**src/rtl/systolic_pkg.sv**
```systemverilog
package systolic_pkg;
  // accumulator width that holds n full-width products without wrapping
  function automatic int acc_width(input int opw, input int n);
    return 2 * opw + $clog2(n);
  endfunction

  // number of steps from first injection to last accumulation
  function automatic int run_steps(input int n);
    return 3 * n - 2;
  endfunction
endpackage

```
**src/rtl/sa_ctrl.sv**
```systemverilog
module sa_ctrl #(
  parameter int N = 3,
  localparam int STEPS = systolic_pkg::run_steps(N),
  localparam int SW = $clog2(STEPS + 1)
) (
  input  logic          clk,
  input  logic          rst,
  input  logic          start,
  output logic          busy,
  output logic [SW-1:0] step,
  output logic          done
);

  always_ff @(posedge clk) begin
    if (rst) begin
      busy <= 1'b0;
      step <= '0;
      done <= 1'b0;
    end else if (start) begin
      busy <= 1'b1;
      step <= SW'(1);
      done <= 1'b0;
    end else if (busy) begin
      if (step == SW'(STEPS)) begin
        busy <= 1'b0;
        step <= '0;
        done <= 1'b1;
      end else begin
        step <= step + SW'(1);
        done <= 1'b0;
      end
    end else begin
      done <= 1'b0;
    end
  end


  step_bound_chk: assert property (@(posedge clk) disable iff (rst)
    step <= SW'(STEPS));


  done_single_chk: assert property (@(posedge clk) disable iff (rst)
    done |=> !done);


  done_after_last_chk: assert property (@(posedge clk) disable iff (rst)
    (busy && !start && step == SW'(STEPS)) |=> (done && !busy));

endmodule

```
**src/rtl/sa_feeder.sv**
```systemverilog
module sa_feeder #(
  parameter int N   = 3,
  parameter int OPW = 8,
  parameter int SW  = 3
) (
  input  logic             clk,
  input  logic             rst,
  input  logic             load,
  input  logic [N*N*OPW-1:0] a_flat,
  input  logic [N*N*OPW-1:0] b_flat,
  input  logic [SW-1:0]    step,
  output logic [N*OPW-1:0] row_inj,
  output logic [N*OPW-1:0] col_inj
);

  logic [OPW-1:0] a_m [N][N];
  logic [OPW-1:0] b_m [N][N];

  // operand store: plain load-enabled registers, no reset needed
  always_ff @(posedge clk) begin
    if (load) begin
      for (int r = 0; r < N; r++) begin
        for (int c = 0; c < N; c++) begin
          a_m[r][c] <= a_flat[(r*N+c)*OPW +: OPW];
          b_m[r][c] <= b_flat[(r*N+c)*OPW +: OPW];
        end
      end
    end
  end

  // skewed injection: lane x, element k enters at step x+k+1
  always_comb begin
    row_inj = '0;
    col_inj = '0;
    for (int x = 0; x < N; x++) begin
      for (int k = 0; k < N; k++) begin
        if (int'(step) == x + k + 1) begin
          row_inj[x*OPW +: OPW] = a_m[x][k];
          col_inj[x*OPW +: OPW] = b_m[k][x];
        end
      end
    end
  end


  idle_inject_zero_chk: assert property (@(posedge clk) disable iff (rst)
    (step == '0) |-> (row_inj == '0 && col_inj == '0));

endmodule

```
**src/rtl/sa_pe.sv**
```systemverilog
module sa_pe #(
  parameter int OPW  = 8,
  parameter int ACCW = 18
) (
  input  logic            clk,
  input  logic            rst,
  input  logic            clr,
  input  logic            en,
  input  logic [OPW-1:0]  a_in,
  input  logic [OPW-1:0]  b_in,
  output logic [OPW-1:0]  a_out,
  output logic [OPW-1:0]  b_out,
  output logic [ACCW-1:0] acc
);

  logic [2*OPW-1:0] prod;

  assign prod = {{OPW{1'b0}}, a_in} * {{OPW{1'b0}}, b_in};

  always_ff @(posedge clk) begin
    if (rst || clr) begin
      a_out <= '0;
      b_out <= '0;
      acc   <= '0;
    end else if (en) begin
      a_out <= a_in;
      b_out <= b_in;
      acc   <= acc + ACCW'(prod);
    end
  end


  acc_no_wrap_chk: assert property (@(posedge clk) disable iff (rst)
    (en && !clr) |=> (acc >= $past(acc)));


  idle_hold_chk: assert property (@(posedge clk) disable iff (rst)
    (!en && !clr) |=> $stable(acc));

endmodule

```
**src/rtl/systolic_mm.sv**
```systemverilog
module systolic_mm #(
  parameter int N   = 3,
  parameter int OPW = 8,
  localparam int ACCW  = systolic_pkg::acc_width(OPW, N),
  localparam int STEPS = systolic_pkg::run_steps(N),
  localparam int SW    = $clog2(STEPS + 1)
) (
  input  logic                clk,
  input  logic                rst,
  input  logic                start,
  input  logic [N*N*OPW-1:0]  a_flat,
  input  logic [N*N*OPW-1:0]  b_flat,
  output logic                done,
  output logic [N*N*ACCW-1:0] c_flat
);

  logic          busy;
  logic [SW-1:0] step;
  logic [N*OPW-1:0] row_inj;
  logic [N*OPW-1:0] col_inj;

  sa_ctrl #(.N(N)) u_ctrl (
    .clk(clk), .rst(rst), .start(start),
    .busy(busy), .step(step), .done(done)
  );

  sa_feeder #(.N(N), .OPW(OPW), .SW(SW)) u_feed (
    .clk(clk), .rst(rst), .load(start),
    .a_flat(a_flat), .b_flat(b_flat), .step(step),
    .row_inj(row_inj), .col_inj(col_inj)
  );

  // horizontal links: a_w[r][c] feeds cell (r,c); column N is the east edge
  logic [OPW-1:0]  a_w   [N][N+1];
  // vertical links: b_w[r][c] feeds cell (r,c); row N is the south edge
  logic [OPW-1:0]  b_w   [N+1][N];
  logic [ACCW-1:0] acc_w [N][N];

  for (genvar e = 0; e < N; e++) begin : g_edge
    assign a_w[e][0] = row_inj[e*OPW +: OPW];
    assign b_w[0][e] = col_inj[e*OPW +: OPW];


    edge_flush_chk: assert property (@(posedge clk) disable iff (rst)
      start |=> (a_w[e][N] == '0 && b_w[N][e] == '0));
  end

  for (genvar r = 0; r < N; r++) begin : g_row
    for (genvar c = 0; c < N; c++) begin : g_col
      sa_pe #(.OPW(OPW), .ACCW(ACCW)) u_pe (
        .clk(clk), .rst(rst), .clr(start), .en(busy),
        .a_in(a_w[r][c]), .b_in(b_w[r][c]),
        .a_out(a_w[r][c+1]), .b_out(b_w[r+1][c]),
        .acc(acc_w[r][c])
      );
      assign c_flat[(r*N+c)*ACCW +: ACCW] = acc_w[r][c];
    end
  end


  start_clear_chk: assert property (@(posedge clk) disable iff (rst)
    start |=> (c_flat == '0));


  result_hold_chk: assert property (@(posedge clk) disable iff (rst)
    (!busy && !start) |=> $stable(c_flat));


  reset_clear_chk: assert property (@(posedge clk)
    rst |=> (!done && c_flat == '0));

endmodule

```
**config.mk**
```make
export PLATFORM = sky130hd
export DESIGN_NAME = systolic_mm
export DESIGN_NICKNAME = d
export VERILOG_FILES = /design/src/rtl/systolic_pkg.sv /design/src/rtl/sa_ctrl.sv /design/src/rtl/sa_feeder.sv /design/src/rtl/sa_pe.sv /design/src/rtl/systolic_mm.sv
export SDC_FILE = /design/constraint.sdc
export NUM_CORES = 2
export LEC_CHECK = 0
export ABC_AREA = 1
export BUFFER_PORTS_ARGS = -buffer_cell sky130_fd_sc_hd__buf_2
export CAP_MARGIN = 20
export CORE_MARGIN = 4
export CORE_UTILIZATION = 40
export DETAILED_ROUTE_END_ITERATION = 12
export PLACE_DENSITY = 0.59
export SETUP_SLACK_MARGIN = 0.15
export SYNTH_ARGS = -nofsm -noshare
export SYNTH_HDL_FRONTEND = slang
export SYNTH_SLANG_ARGS = --single-unit
```
**constraint.sdc**
```tcl
create_clock -name clk -period 4.7 [get_ports clk]
set_clock_uncertainty 0.1 [all_clocks]
set_input_delay 0.705 -clock clk [delete_from_list [all_inputs] [get_ports clk]]
set_output_delay 0.705 -clock clk [all_outputs]
set_load 0.1 [all_outputs]
```
==> flow_metrics.env <==
export IMPL_max_vdd_ir_drop_mv=0.269
export IMPL_num_vias=33841
export IMPL_synth_largest_area_cell="fa_1"
export IMPL_clk_transition_reported_paths_ns=0.07
export IMPL_cts_tree="yes"
export IMPL_slew_violations=0
export IMPL_port_buffer_count=309
export IMPL_grt_usage_pct=21.4
export IMPL_power_density_nw_per_um2=210
export IMPL_rr_worst_depth=27
export IMPL_die_w_um=327
export IMPL_cts_root_buf="clkbuf_16"
export IMPL_dp_hpwl_um=90200
export IMPL_ios=310
export IMPL_avgSynthCellArea_um2=7.52
export IMPL_fp_dieH_um=327
export IMPL_timing_rr_start="u_ctrl.step[1]"
export IMPL_synth_top_area_share_pct=22.2
export IMPL_slew_headroom_pct=30.3
export IMPL_antenna_left=0
export IMPL_rrSetupSlack_ns=-0.29
export IMPL_syn_area_um2=40600
export IMPL_synthDistinctLibCells=33
export IMPL_crit_path_start_kind="flip-flop"
export IMPL_fin_nets=6824
export IMPL_post_drt_via_cell_ratio=4.66
export IMPL_hold_viol_final=0
export IMPL_grt_setup_unrepaired="true"
export IMPL_drtIter0Drc=1704
export IMPL_drt_total_wl_um=115000
export IMPL_ys_seq_elements=407
export IMPL_netlist_instances=5395
export IMPL_start_util_pct=40.4
export IMPL_finish_utilization_pct=49.3
export IMPL_area_growth_pct=21.9
export IMPL_clockBufferDepth=3
export IMPL_synth_warnings=0
export IMPL_drt_pass1_iter_count=6
export IMPL_status="finished with violations"
export IMPL_mostFrequentLayoutCells="inv_1 (1406), nand2_1 (1093), fa_1 (426)"
export IMPL_p_leak_nw=27.1
export IMPL_clock_latency_ns=0.66
export IMPL_max_slew_worst_pin_slew_ns=1.04
export IMPL_crit_required_ns=5.14
export IMPL_fin_crit_ns=4.99
export IMPL_htree_levels=2
export IMPL_setup_viol=54
export IMPL_gr_total_overflow=0
export IMPL_fillers=9928
export IMPL_numClockSinks=407
export IMPL_wl_per_cell_um=15.8
export IMPL_holdPathStages=1
export IMPL_cap_viol_max_count=0
export IMPL_grt_max_degree=127
export IMPL_antenna_found_initial=2
export IMPL_startpoint="u_ctrl.step[1]"
export IMPL_cts_inserted_buffers=53
export IMPL_grt_pass1_wl_um=182000
export IMPL_crit_type="reg -> reg"
export IMPL_cp_end_kind="flip-flop"
export IMPL_synth_fp_nets=6358
export IMPL_diodes=0
export IMPL_period_share_pct=106
export IMPL_first_global_vias=34117
export IMPL_fin_ws_ns=-0.287
export IMPL_rr_endpoint="g_row[0].g_col[2].u_pe.acc[16]"
export IMPL_holdCritPathClass="in -> reg"
export IMPL_drc_errors=0
export IMPL_arrival_ns=5.43
export IMPL_synth_area_leaders="fa_1 (22%), inv_1 (14%), dfxtp_1 (13%), nand2_1 (11%), ha_1 (11%)"
export IMPL_die_area_um2=107000
export IMPL_layout_commonest_cell="inv_1"
export IMPL_core_area_um2=100000
export IMPL_drive_gt1_share_pct=20.2
export IMPL_min_from="b_flat[66]"
export IMPL_gp_congestion=0.922
export IMPL_max_freq_mhz=201
export IMPL_violations="setup timing"
export IMPL_num_rows=116
export IMPL_hold_path_endpoint="u_feed.b_m[2][2]"
export IMPL_yosysSeqAreaShare_pct=23.6
export IMPL_tns_ns=-9.04
export IMPL_worst_path_max_fanout=7
[sequential cells by signal, indices dropped and copies added, names as in the netlist]
signal and count:
u_feed.a_m 72, g_row.g_col.u_pe.b_out 48, u_feed.b_m 72, u_ctrl.done 1, g_row.g_col.u_pe.a_out 48, g_row.g_col.u_pe.acc 162
u_ctrl.busy 1, u_ctrl.step 3
[critical path, cell delays in order (launching register included)]
cell       delay (ns)
dfxtp_4          0.37
ha_4             0.17
ha_4             0.16
buf_12           0.16
buf_12           0.13
clkbuf_16        0.15
nand3_2          0.07
nand3_2          0.08
o21ai_4          0.15
buf_6            0.16
nor2_2           0.04
fa_1             0.51
fa_1             0.51
fa_1             0.49
inv_1            0.05
fa_1             0.49
inv_2            0.05
ha_4             0.27
nand2_4          0.08
inv_2            0.04
nand2_1          0.08
nand2_2          0.08
a21oi_2          0.15
nand2_1          0.06
nand2_1          0.05
nand3_1          0.06
nand2_1          0.11
inv_1            0.04
[report_power, final]
| group | switching, mW | internal, mW | total (mW) |
|---|---|---|---|
| combinational | 1.30 | 0.649 | 1.95 |
| clock | 1.79 | 2.66 | 4.45 |
| sequential | 0.174 | 3.84 | 4.01 |
[cells by family (layout without fill, tap and decap cells)]
logic type,Yosys count,in the layout,share of synthesized area [%]
DFF,407,407,23.6
and+or+nand+nor,1925,1925,18.7
xor gates and xnor gates,58,58,1.25
adders and majority gates,816,816,33.5
AOI/OAI and AO/OA,498,498,6.94
buffers and inverters,1691,2201,16.0
[Yosys cell counts]
master / n
inv_1: 1488
nand2_1: 1227
fa_1: 450
nor2_1: 440
ha_1: 366
dfxtp_1: 263
a21oi_1: 257
nand3_1: 217
o21ai_0: 151
edfxtp_1: 144
clkbuf_1: 101
buf_2: 51
xor2_1: 46
nand4_1: 29
o21ai_2: 28
inv_2: 25
a31o_2: 16
o21ai_1: 14
o211ai_1: 13
xnor2_1: 12
buf_1: 11
o211ai_2: 9
buf_4: 7
buf_6: 7
o21bai_1: 5
and2_1: 4
o21ai_4: 4
or2_2: 4
nand2_2: 2
a31oi_1: 1
inv_4: 1
nor2_2: 1
nor3_1: 1
[worst max-delay path by stage]
stage	cells after the start	slack [ns]	end
after floorplan	23	0.15	g_row[1].g_col[0].u_pe.acc[10]
after global placement	25	-0.33	g_row[1].g_col[0].u_pe.acc[17]
after detailed placement	24	-0.37	g_row[0].g_col[1].u_pe.acc[17]
after CTS	24	-0.18	g_row[1].g_col[0].u_pe.acc[16]
after global routing	27	-0.49	g_row[0].g_col[2].u_pe.acc[16]
final	27	-0.29	g_row[0].g_col[2].u_pe.acc[16]
[stage by stage]
| step | hold WS [ns] | instance area, um2 | std cells | setup WS, ns | power (mW) |
|---|---|---|---|---|---|
| after global routing | 0.0877 | 49500 | 7262 | -0.492 | 10.9 |
| after detailed placement | 0.376 | 45000 | 7094 | -0.366 | 5.89 |
| final | 0.119 | 49500 | 7262 | -0.287 | 10.4 |
| after global placement | 0.371 | 45000 | 7094 | -0.329 | 5.88 |
| after CTS | 0.0656 | 48100 | 7223 | -0.185 | 10.5 |
| after floorplan | 0.380 | 40900 | 5395 | 0.149 | 5.24 |
[cell type report]
cell class / instances / area, um2 / share of cell area [%]
timing repair buffer: 584 / 4000 / 8.08
sequential: 407 / 9610 / 19.4
tap: 1357 / 1700 / 3.43
multi-input combinational: 3297 / 26500 / 53.5
clock inverter: 35 / 472 / 0.953
clock buffer: 64 / 1420 / 2.86
inverter: 1514 / 5760 / 11.6
timing repair inverter: 4 / 47.5 / 0.0961
[metal layers]
layer	vias to the layer above	GRT usage (%)	part of all wire (%)
li1	16899	-	-
met1	16136	27.3	43
met2	654	37.7	49
met3	152	2.82	4.4
met4	0	6.28	2.8
met5	-	0	0
[repair_timing]
item                                    in CTS  in global routing
endpoints found under the setup margin      65                 74
pin swaps                                   53                165
cloned                                       6                  2
hold buffers                                 0                  0
setup buffers                               24                 37
endpoints found under the hold margin        0                  0
resized for setup                          218                340
No activity file was read; power rests on OpenSTA's default activity.
